`src/rtl/bat_xlate.sv`:
```
module bat_xlate #(
  parameter int AW   = 32,
  parameter int OFFW = 17,
  parameter int NENT = 4,
  parameter int MW   = 11,
  localparam int BW  = AW - OFFW,
  localparam int IW  = (NENT > 1) ? $clog2(NENT) : 1
) (
  input  logic          clk,
  input  logic          rst_n,
  input  logic [AW-1:0] ea,
  input  logic          xlate_en,
  input  logic          pg_valid,
  input  logic [AW-1:0] pg_pa,
  input  logic          bat_we,
  input  logic [IW-1:0] bat_idx,
  input  logic          bat_wvalid,
  input  logic [BW-1:0] bat_wepn,
  input  logic [BW-1:0] bat_wppn,
  input  logic [MW-1:0] bat_wmask,
  output logic [AW-1:0] pa,
  output logic          pa_valid,
  output logic          miss,
  output logic          bat_hit
);

  logic [NENT-1:0] ent_v;
  logic [BW-1:0]   ent_ep [NENT];
  logic [BW-1:0]   ent_pp [NENT];
  logic [MW-1:0]   ent_m  [NENT];

  logic [NENT-1:0] hit;
  logic [BW-1:0]   sub [NENT];
  logic [BW-1:0]   sel_blk;
  logic            any_hit;

  wire [BW-1:0] ea_blk = ea[AW-1:OFFW];

  always_ff @(posedge clk or negedge rst_n) begin
    if (!rst_n) begin
      ent_v <= '0;
      for (int i = 0; i < NENT; i++) begin
        ent_ep[i] <= '0;
        ent_pp[i] <= '0;
        ent_m[i]  <= '0;
      end
    end else if (bat_we) begin
      ent_v[bat_idx]  <= bat_wvalid;
      ent_ep[bat_idx] <= bat_wepn;
      ent_pp[bat_idx] <= bat_wppn;
      ent_m[bat_idx]  <= bat_wmask;
    end
  end

  for (genvar g = 0; g < NENT; g++) begin : g_ent
    wire [BW-1:0] lm = {{(BW-MW){1'b0}}, ent_m[g]};
    assign hit[g] = ent_v[g] && (((ea_blk ^ ent_ep[g]) & ~lm) == '0);
    assign sub[g] = (ent_pp[g] & ~lm) | (ea_blk & lm);
  end

  always_comb begin
    sel_blk = '0;
    for (int i = NENT - 1; i >= 0; i--)
      if (hit[i]) sel_blk = sub[i];
  end

  assign any_hit = |hit;

  always_ff @(posedge clk or negedge rst_n) begin
    if (!rst_n) begin
      pa <= '0; pa_valid <= 1'b0; miss <= 1'b0; bat_hit <= 1'b0;
    end else if (!xlate_en) begin
      pa <= ea; pa_valid <= 1'b1; miss <= 1'b0; bat_hit <= 1'b0;
    end else if (any_hit) begin
      pa <= {sel_blk, ea[OFFW-1:0]}; pa_valid <= 1'b1; miss <= 1'b0; bat_hit <= 1'b1;
    end else if (pg_valid) begin
      pa <= pg_pa; pa_valid <= 1'b1; miss <= 1'b0; bat_hit <= 1'b0;
    end else begin
      pa <= '0; pa_valid <= 1'b0; miss <= 1'b1; bat_hit <= 1'b0;
    end
  end

  p_real_pass_r2: assert property (@(posedge clk) disable iff (!rst_n)
    !xlate_en |=> (pa == $past(ea)) && pa_valid && !bat_hit && !miss);

  p_offset_keep_r4: assert property (@(posedge clk) disable iff (!rst_n)
    (xlate_en && any_hit) |=> pa[OFFW-1:0] == $past(ea[OFFW-1:0]));

  p_hit_override_r5: assert property (@(posedge clk) disable iff (!rst_n)
    (xlate_en && any_hit && pg_valid) |=> bat_hit && pa_valid);

  p_miss_flag_r7: assert property (@(posedge clk) disable iff (!rst_n)
    (xlate_en && !any_hit && !pg_valid) |=> miss && !pa_valid);

  p_flags_excl_r7: assert property (@(posedge clk) disable iff (!rst_n)
    $onehot0({miss, pa_valid}) && !(miss && bat_hit));

  p_prio_r8: assert property (@(posedge clk) disable iff (!rst_n)
    (xlate_en && hit[0]) |=> pa[AW-1:OFFW] == $past(sub[0]));

  p_mask_contig_r9: assert property (@(posedge clk) disable iff (!rst_n)
    bat_we |-> ((bat_wmask + 1'b1) & bat_wmask) == '0);

endmodule

```
`config.mk`:
```
export PLATFORM = sky130hd
export DESIGN_NAME = bat_xlate
export DESIGN_NICKNAME = d
export VERILOG_FILES = /design/src/rtl/bat_xlate.sv
export SDC_FILE = /design/constraint.sdc
export NUM_CORES = 1
export LEC_CHECK = 0
export BUFFER_PORTS_ARGS = -buffer_cell sky130_fd_sc_hd__clkbuf_2
export CORE_AREA = 2 2 166 120
export DETAILED_ROUTE_END_ITERATION = 8
export DIE_AREA = 0 0 168 122
export PLACE_DENSITY = 0.76
export SLEW_MARGIN = 20
export SYNTH_ARGS = -nofsm -noshare
export SYNTH_HDL_FRONTEND = slang
export SYNTH_SLANG_ARGS = --single-unit
```
`constraint.sdc`:
```
create_clock -name clk -period 2.38 [get_ports clk]
set_input_delay 0.238 -clock clk [delete_from_list [all_inputs] [get_ports clk]]
set_output_delay 0.238 -clock clk [all_outputs]
set_load 0.02 [all_outputs]
```
==> Flow_metrics.wiki, run 1 <==
{| class="wikitable"
! Metric !! Value
|-
| Dominant cell by count in the synthesized netlist || sky130_fd_sc_hd__dfrtp_1
|-
| Routability Congestion || 0.8831
|-
| Number of flops mapped to enable cells by yosys || 0
|-
| Cell chosen for the clock root || sky130_fd_sc_hd__clkbuf_16
|-
| Yosys top cell area share || 52.60%
|-
| Gate count after technology mapping || 732
|-
| Horizontal die dimension || 168 um
|-
| Number of placed instances with taps included || 1134
|-
| Startpoint types || flip-flop
|-
| HPWL reported at the end of detailed placement || 17880 um
|-
| Clock-pin transition on the worst setup and hold timing paths || 0.07 ns
|-
| Number of cells in the finished layout apart from fillers || 1189
|-
| Largest net degree at the start of global routing || 73
|-
| Max FO, Critical Path || 4
|-
| Post-DP Area || 11020 sq um
|-
| Unrepaired setup endpoints after global routing || true
|-
| Count of vias placed by the detailed router || 7066
|-
| Skew final || 0.01364 ns
|-
| Starting Density || 50.56%
|-
| Worst max-slew margin expressed relative to the limit || 51.09%
|-
| Simple-Gate Fraction of Synth Area || 4.444%
|-
| Vias per inst || 5.943
|-
| Finished layout cell area || 12040 sq um
|-
| Die area || 20500 sq um
|-
| Syn Area/Cell || 13.19 sq um
|-
| Distinct cells, synth || 45
|-
| First-pass DRT Iterations || 5
|-
| Least setup slack across all paths after layout || -0.05168 ns
|-
| Part of the Yosys area used for sequential elements || 52.60%
|-
| Global-route wire length before repair || 40110 um
|-
| IR drop worst, VDD || 0.4920 mV
|-
| Clk sinks || 203
|-
| Dominant synthesized flop cell || sky130_fd_sc_hd__dfrtp_1
|-
| Sequential Area || 5080 sq um
|-
| Average wire length per cell after detail routing || 22.09 um
|-
| Mapped Nets || 845
|-
| Clock buffer count from CTS || 21
|-
| Endpoint required time on the critical path || 2.77 ns
|-
| Die boundary height || 122 um
|-
| Classification of the worst setup path || reg -> reg
|-
| Detailed Route WL || 26270 um
|-
| Status || finished with violations
|-
| Share of layout cells above drive strength 1 || 49.36%
|-
| Post-route minimum period || 2.432 ns
|-
| Remaining global-route overflow || 0
|-
| GRT Resource Usage Total || 25.53%
|-
| Most instantiated cells after synthesis || sky130_fd_sc_hd__dfrtp_1 (203), sky130_fd_sc_hd__mux2_2 (179), sky130_fd_sc_hd__xnor2_1 (49)
|-
| Buffers inserted by post-CTS timing repair || 0
|-
| Top post-synthesis cells by area || sky130_fd_sc_hd__dfrtp_1 (53%), sky130_fd_sc_hd__mux2_2 (21%), sky130_fd_sc_hd__xnor2_1 (4.4%)
|-
| CTS tree || yes
|-
| Final worst path period share || 102.2%
|-
| Combinational family with the most area after synthesis || multiplexers
|-
| Post-placement worst setup slack || -0.1825 ns
|-
| Initial DRC count || 810
|-
| Violated checks || setup timing
|-
| Synthesis warning total || 0
|-
| Synth area leader || sky130_fd_sc_hd__dfrtp_1
|-
| Worst Hold Class || in -> reg
|-
| Area share of xor/xnor cells in the synthesized design || 5.597%
|-
| Antenna-violating nets left || 0
|-
| Source-to-sink clock delay at the later pin of the worst-skew pair || 0.50 ns
|-
| Summed instance area of the synthesized netlist || 9657 sq um
|-
| Endpoint type of the worst setup path || flip-flop
|-
| Ant diodes || 0
|-
| Share of async-settable or async-resettable flops after synthesis || 100.0%
|-
| Power per cell area || 808.2 nW/um^2
|-
| Number of global-route vias before repair || 7145
|-
| Max cap viols || 0
|-
| Critical path arrival || 2.83 ns
|-
| Number of levels in the clock H-tree || 1
|-
| Count of pins over their slew limit || 0
|-
| Total of flip-flops plus latches after synthesis || 203
|-
| Fillers || 1438
|-
| Placement Rows || 43
|-
| Footprint of the multi-input gates || 4373 sq um
|-
| Layout Nets || 1045
|-
| Final setup violating endpoints || 5
|-
| DR DRC count || 0
|-
| Number of hold-slack violations in the final timing report || 0
|-
| Synth-to-layout area growth || 24.67%
|-
| Total design power || 9730 uW
|-
| Total of buffers placed on input and output ports || 147
|-
| Post-synthesis compound-gate area fraction || 9.484%
|-
| IO Count || 148
|-
| Actual transition at the worst max-transition pin || 0.7281 ns
|-
| Leak || 0.005360 uW
|-
| Number of antenna violations at the first check in global routing || 0
|-
| Share of synthesized area spent on multiplexers || 24.29%
|-
| Share of synthesized cell area in full adder, half adder and majority cells || 0%
|-
| Total core area || 19100 sq um
|-
| CTS Buffer Depth || 3
|-
| Fmax || 0.4112 GHz
|}
power by group:
part	internal (uW)	leakage, uW	switching, uW
combinational	1100	0.00261	951
clock	1870	0.000325	1340
sequential	4040	0.00242	427
flip-flops by register name (all words and copies together) (netlist names):
register  count
bat_hit       1
ent_ep       60
ent_m        44
ent_pp       60
ent_v         4
miss          1
pa           32
pa_valid      1
worst max-delay path, stage by stage (launching register included):
cell                        delay [ns]
sky130_fd_sc_hd__dfrtp_1          0.40
sky130_fd_sc_hd__xnor2_2          0.17
sky130_fd_sc_hd__o22ai_1          0.12
sky130_fd_sc_hd__or4_4            0.56
sky130_fd_sc_hd__or4_4            0.43
sky130_fd_sc_hd__and3b_2          0.33
sky130_fd_sc_hd__a2111oi_2        0.09
sky130_fd_sc_hd__o31ai_1          0.23
per-stage QoR:
step | util (%) | hold slack, ns | TNS, ns
3_5_place_dp | 57.72 | 0.2371 | -1.302
2_1_floorplan | - | -0.05759 | 0
3_3_place_gp | 57.72 | 0.2347 | -0.7098
4_1_cts | 62.57 | 0.002363 | -0.6048
6_report | 63.03 | 0.009384 | -0.1493
5_1_grt | 63.03 | 0.01031 | -0.5917
timing repair:
| item | 4_1_cts | 5_1_grt |
|---|---|---|
| resized for setup | 10 | 10 |
| pin swaps | 5 | 3 |
| hold buffers | 21 | 0 |
| gates cloned | 0 | 1 |
| setup endpoints to repair | 27 | 30 |
| endpoints found under the hold margin | 72 | 0 |
cells in the final DEF, fill, tap and decap left out, types with 3 or more instances in the layout:
master and n:
sky130_fd_sc_hd__o211ai_1 14, sky130_fd_sc_hd__nand2_1 4, sky130_fd_sc_hd__clkbuf_2 146, sky130_fd_sc_hd__clkbuf_1 3
sky130_fd_sc_hd__a21bo_2 17, sky130_fd_sc_hd__o31ai_1 13, sky130_fd_sc_hd__xnor2_1 43, sky130_fd_sc_hd__buf_12 10
sky130_fd_sc_hd__nor3b_1 4, sky130_fd_sc_hd__o22ai_1 17, sky130_fd_sc_hd__nor2_1 12, sky130_fd_sc_hd__nand4_1 29
sky130_fd_sc_hd__dfrtp_1 203, sky130_fd_sc_hd__a41oi_1 11, sky130_fd_sc_hd__clkbuf_8 6, sky130_fd_sc_hd__a21oi_1 10
sky130_fd_sc_hd__nor3_1 3, sky130_fd_sc_hd__buf_4 54, sky130_fd_sc_hd__dlygate4sd3_1 21, sky130_fd_sc_hd__xnor2_2 8
sky130_fd_sc_hd__inv_1 9, sky130_fd_sc_hd__a32oi_1 14, sky130_fd_sc_hd__o21ai_0 11, sky130_fd_sc_hd__xor2_1 9
sky130_fd_sc_hd__clkbuf_16 22, sky130_fd_sc_hd__mux2i_1 33, sky130_fd_sc_hd__mux2_2 179
cells by family (layout without fill, tap and decap cells):
logic type	after synthesis	after routing
buffers and inverters	66	276
and+or+nand+nor	71	71
DFF	203	203
xor gates and xnor gates	60	60
AOI/OAI and AO/OA	120	120
muxes	212	212
metal layers:
metal,wire length (um),global-route usage [%],up-vias
li1,-,-,3120
met1,11740,35.99,3606
met2,12120,41.43,285
met3,1808,4.711,55
met4,598,6.033,0
met5,0,0,-
layout make-up:
class	count	share of cell area, %
multi-input combinational	463	36.32
clock buffer	29	5.030
sequential	203	42.20
inverter	10	0.3118
tap	247	2.567
clock inverter	4	0.4053
timing repair buffer	233	13.17
path summary, 6_finish.rpt:
check | start | to | slack, ns | cells after the start
setup / recovery | ent_ep[5]$_DFFE_PN0P_ | pa[28]$_DFF_PN0_ | -0.05 | 7
hold / removal | pg_pa[18] | pa[18]$_DFF_PN0_ | 0.009 | 3
setup reg to reg | ent_ep[5]$_DFFE_PN0P_ | pa[28]$_DFF_PN0_ | -0.05 | 7
hold reg to reg | ent_pp[19]$_DFFE_PN0P_ | ent_pp[19]$_DFFE_PN0P_ | 0.50 | 1
max in group asynchronous | rst_n | ent_m[25]$_DFFE_PN0P_ | 1.36 | 3
min in group asynchronous | rst_n | pa[3]$_DFF_PN0_ | 0.28 | 2
Power figures use the tool's default switching activity.
==> run 2: changes to the inputs <==
--- a/config.mk
+++ b/config.mk
@@ -6,10 +6,12 @@
 export NUM_CORES = 1
 export LEC_CHECK = 0
 export BUFFER_PORTS_ARGS = -buffer_cell sky130_fd_sc_hd__clkbuf_2
-export CORE_AREA = 2 2 166 120
+export CORE_AREA = 2 2 165 118
+export CTS_BUF_LIST = sky130_fd_sc_hd__clkbuf_4 sky130_fd_sc_hd__clkbuf_8
 export DETAILED_ROUTE_END_ITERATION = 8
-export DIE_AREA = 0 0 168 122
-export PLACE_DENSITY = 0.76
+export DIE_AREA = 0 0 167 120
+export PLACE_DENSITY = 0.77
+export SETUP_SLACK_MARGIN = 0.1
 export SLEW_MARGIN = 20
 export SYNTH_ARGS = -nofsm -noshare
 export SYNTH_HDL_FRONTEND = slang
==> Flow_metrics.wiki, run 2 (synthesized netlist as in run 1, its figures left out) <==
{| class="wikitable"
! Metric !! Value
|-
| HPWL reported at the end of detailed placement || 17710 um (was 17880 um)
|-
| Post-DP Area || 10950 sq um (was 11020 sq um)
|-
| Fmax || 0.3988 GHz (was 0.4112 GHz)
|-
| Critical path arrival || 2.88 ns (was 2.83 ns)
|-
| DR DRC count || 0 (unchanged)
|-
| Classification of the worst setup path || reg -> reg (unchanged)
|-
| CTS Buffer Depth || 3 (unchanged)
|-
| Leading cell type in the layout, fill and taps excluded || sky130_fd_sc_hd__dfrtp_1 (unchanged)
|-
| Violated checks || setup timing (unchanged)
|-
| Routability Congestion || 0.8748 (was 0.8831)
|-
| Max FO, Critical Path || 12 (was 4)
|-
| Worst max-slew margin expressed relative to the limit || 16.56% (was 51.09%)
|-
| Post-route minimum period || 2.508 ns (was 2.432 ns)
|-
| Finished layout cell area || 12240 sq um (was 12040 sq um)
|-
| Endpoint type of the worst setup path || flip-flop (unchanged)
|-
| Synth-to-layout area growth || 26.70% (was 24.67%)
|-
| Total core area || 18550 sq um (was 19100 sq um)
|-
| Ant diodes || 0 (unchanged)
|-
| Vias per inst || 5.911 (was 5.943)
|-
| Sum Neg Setup Slack || -2.699 ns (was -0.1493 ns)
|-
| Number of global-route vias before repair || 7531 (was 7145)
|-
| Horizontal die dimension || 167 um (was 168 um)
|-
| Cell chosen for the clock root || sky130_fd_sc_hd__clkbuf_8 (was sky130_fd_sc_hd__clkbuf_16)
|-
| Number of antenna violations at the first check in global routing || 0 (unchanged)
|-
| Status || finished with violations (unchanged)
|-
| Average wire length per cell after detail routing || 22.15 um (was 22.09 um)
|-
| Layout Nets || 1065 (was 1045)
|-
| Clock-pin transition on the worst setup and hold timing paths || 0.07 ns (about the same)
|-
| Die area || 20040 sq um (was 20500 sq um)
|-
| Final hold slack || 0.01611 ns (was 0.009384 ns)
|-
| Post-placement worst setup slack || -0.1694 ns (was -0.1825 ns)
|-
| CTS tree || yes (unchanged)
|-
| Commonest cells after routing, fill and taps aside || sky130_fd_sc_hd__dfrtp_1 (203), sky130_fd_sc_hd__mux2_2 (179), sky130_fd_sc_hd__clkbuf_2 (146), sky130_fd_sc_hd__clkbuf_8 (51) (was sky130_fd_sc_hd__dfrtp_1 (203), sky130_fd_sc_hd__mux2_2 (179), sky130_fd_sc_hd__clkbuf_2 (146), sky130_fd_sc_hd__buf_4 (54), sky130_fd_sc_hd__xnor2_1 (43))
|-
| Min-Delay Path Depth || 2 (was 3)
|-
| Clk sinks || 203 (unchanged)
|-
| Global-route wire length before repair || 41900 um (was 40110 um)
|-
| Worst r2r path cells || 9 (was 7)
|-
| Max cap viols || 0 (unchanged)
|-
| Die boundary height || 120 um (was 122 um)
|-
| Total of buffers placed on input and output ports || 147 (unchanged)
|-
| Clock buffer count from CTS || 34 (was 21)
|-
| Number of hold-slack violations in the final timing report || 0 (unchanged)
|-
| Share of layout cells above drive strength 1 || 50.77% (was 49.36%)
|-
| IR drop worst, VDD || 0.6574 mV (was 0.4920 mV)
|-
| Largest net degree at the start of global routing || 61 (was 73)
|-
| Worst Hold Class || in -> reg (unchanged)
|-
| Final worst path period share || 105.4% (was 102.2%)
|-
| GRT Resource Usage Total || 26.98% (was 25.53%)
|-
| Power per cell area || 809.5 nW/um^2 (was 808.2 nW/um^2)
|-
| Starting Density || 52.06% (was 50.56%)
|-
| Skew final || 0.02533 ns (was 0.01364 ns)
|-
| Placement Rows || 42 (was 43)
|-
| Initial DRC count || 655 (was 810)
|-
| Number of levels in the clock H-tree || 2 (was 1)
|-
| Actual transition at the worst max-transition pin || 1.251 ns (was 0.7281 ns)
|-
| Source-to-sink clock delay at the later pin of the worst-skew pair || 0.52 ns (was 0.50 ns)
|-
| Final setup violating endpoints || 31 (was 5)
|-
| Count of vias placed by the detailed router || 7205 (was 7066)
|-
| Leak || 0.005465 uW (was 0.005360 uW)
|-
| Startpoint types || flip-flop (unchanged)
|-
| Antenna-violating nets left || 0 (unchanged)
|-
| First-pass DRT Iterations || 5 (unchanged)
|-
| IO Count || 148 (unchanged)
|-
| Unrepaired setup endpoints after global routing || true (unchanged)
|-
| Detailed Route WL || 27000 um (was 26270 um)
|-
| Endpoint required time on the critical path || 2.75 ns (was 2.77 ns)
|-
| Least setup slack across all paths after layout || -0.1276 ns (was -0.05168 ns)
|-
| Remaining global-route overflow || 0 (unchanged)
|-
| Top Registers || ent_ep (60), ent_pp (60), ent_m (44) (unchanged)
|-
| Count of pins over their slew limit || 0 (unchanged)
|}
## run 2: final cells by class
| type | count | area [sq um] |
|---|---|---|
| Clock buffer | 58 | 748.2 |
| Clock inverter | 3 | 15.01 |
| Fill cell | 1388 | 6315 |
| Inverter | 10 | 37.54 |
| Multi-Input combinational cell | 463 | 4380 |
| Sequential cell | 203 | 5080 |
| Tap cell | 242 | 302.8 |
| Timing Repair Buffer | 240 | 1672 |
## run 2: metal layers
layer | global-route usage (%) | part of all wire, % | up-vias
li1 | - | - | 3173
met1 | 37.87 | 43 | 3644
met2 | 42.34 | 47 | 323
met3 | 5.805 | 8.3 | 65
met4 | 8.351 | 2.4 | 0
met5 | 0 | 0 | -
## run 2: report_power, final
part	total, uW	internal, uW	switching [uW]
clock network	3390	1970	1420
registers	4470	4040	432
logic	2040	1090	954
total	9900	7100	2800
## run 2: final timing paths
kind,startpoint,endpoint,slack (ns)
worst max-delay path,ent_ep[10]$_DFFE_PN0P_,pa[20]$_DFF_PN0_,-0.13
min in group asynchronous,rst_n,ent_ep[29]$_DFFE_PN0P_,0.29
worst max register to register,ent_ep[10]$_DFFE_PN0P_,pa[20]$_DFF_PN0_,-0.13
worst min register to register,ent_pp[4]$_DFFE_PN0P_,ent_pp[4]$_DFFE_PN0P_,0.50
worst min-delay path,bat_wmask[1],ent_m[23]$_DFFE_PN0P_,0.02
max in group asynchronous,rst_n,ent_ep[24]$_DFFE_PN0P_,1.43
## run 2: metrics by stage
step	utilization, %	power (uW)	cells
2_1_floorplan	-	5630	732
3_3_place_gp	59.00	6337	1121
3_5_place_dp	59.00	6411	1121
4_1_cts	65.18	9868	1217
5_1_grt	65.96	10340	1219
6_report	65.96	9904	1219
## run 2: timing repair
action	4_1_cts	5_1_grt
hold buffers	33	0
cloned	1	0
setup buffers	1	3
resized for setup	9	25
pin swaps	3	11
endpoints found under the hold margin	102	0
setup endpoints to repair	33	34
## run 2: critical path, cell delays in order (launching register included)
cell and delay [ns]:
sky130_fd_sc_hd__dfrtp_1 0.40, sky130_fd_sc_hd__xnor2_2 0.16, sky130_fd_sc_hd__o22ai_2 0.12, sky130_fd_sc_hd__or4_4 0.55, sky130_fd_sc_hd__buf_4 0.16, sky130_fd_sc_hd__buf_6 0.11, sky130_fd_sc_hd__o2111a_2 0.31, sky130_fd_sc_hd__buf_8 0.17
sky130_fd_sc_hd__a32oi_1 0.25, sky130_fd_sc_hd__o31ai_2 0.11
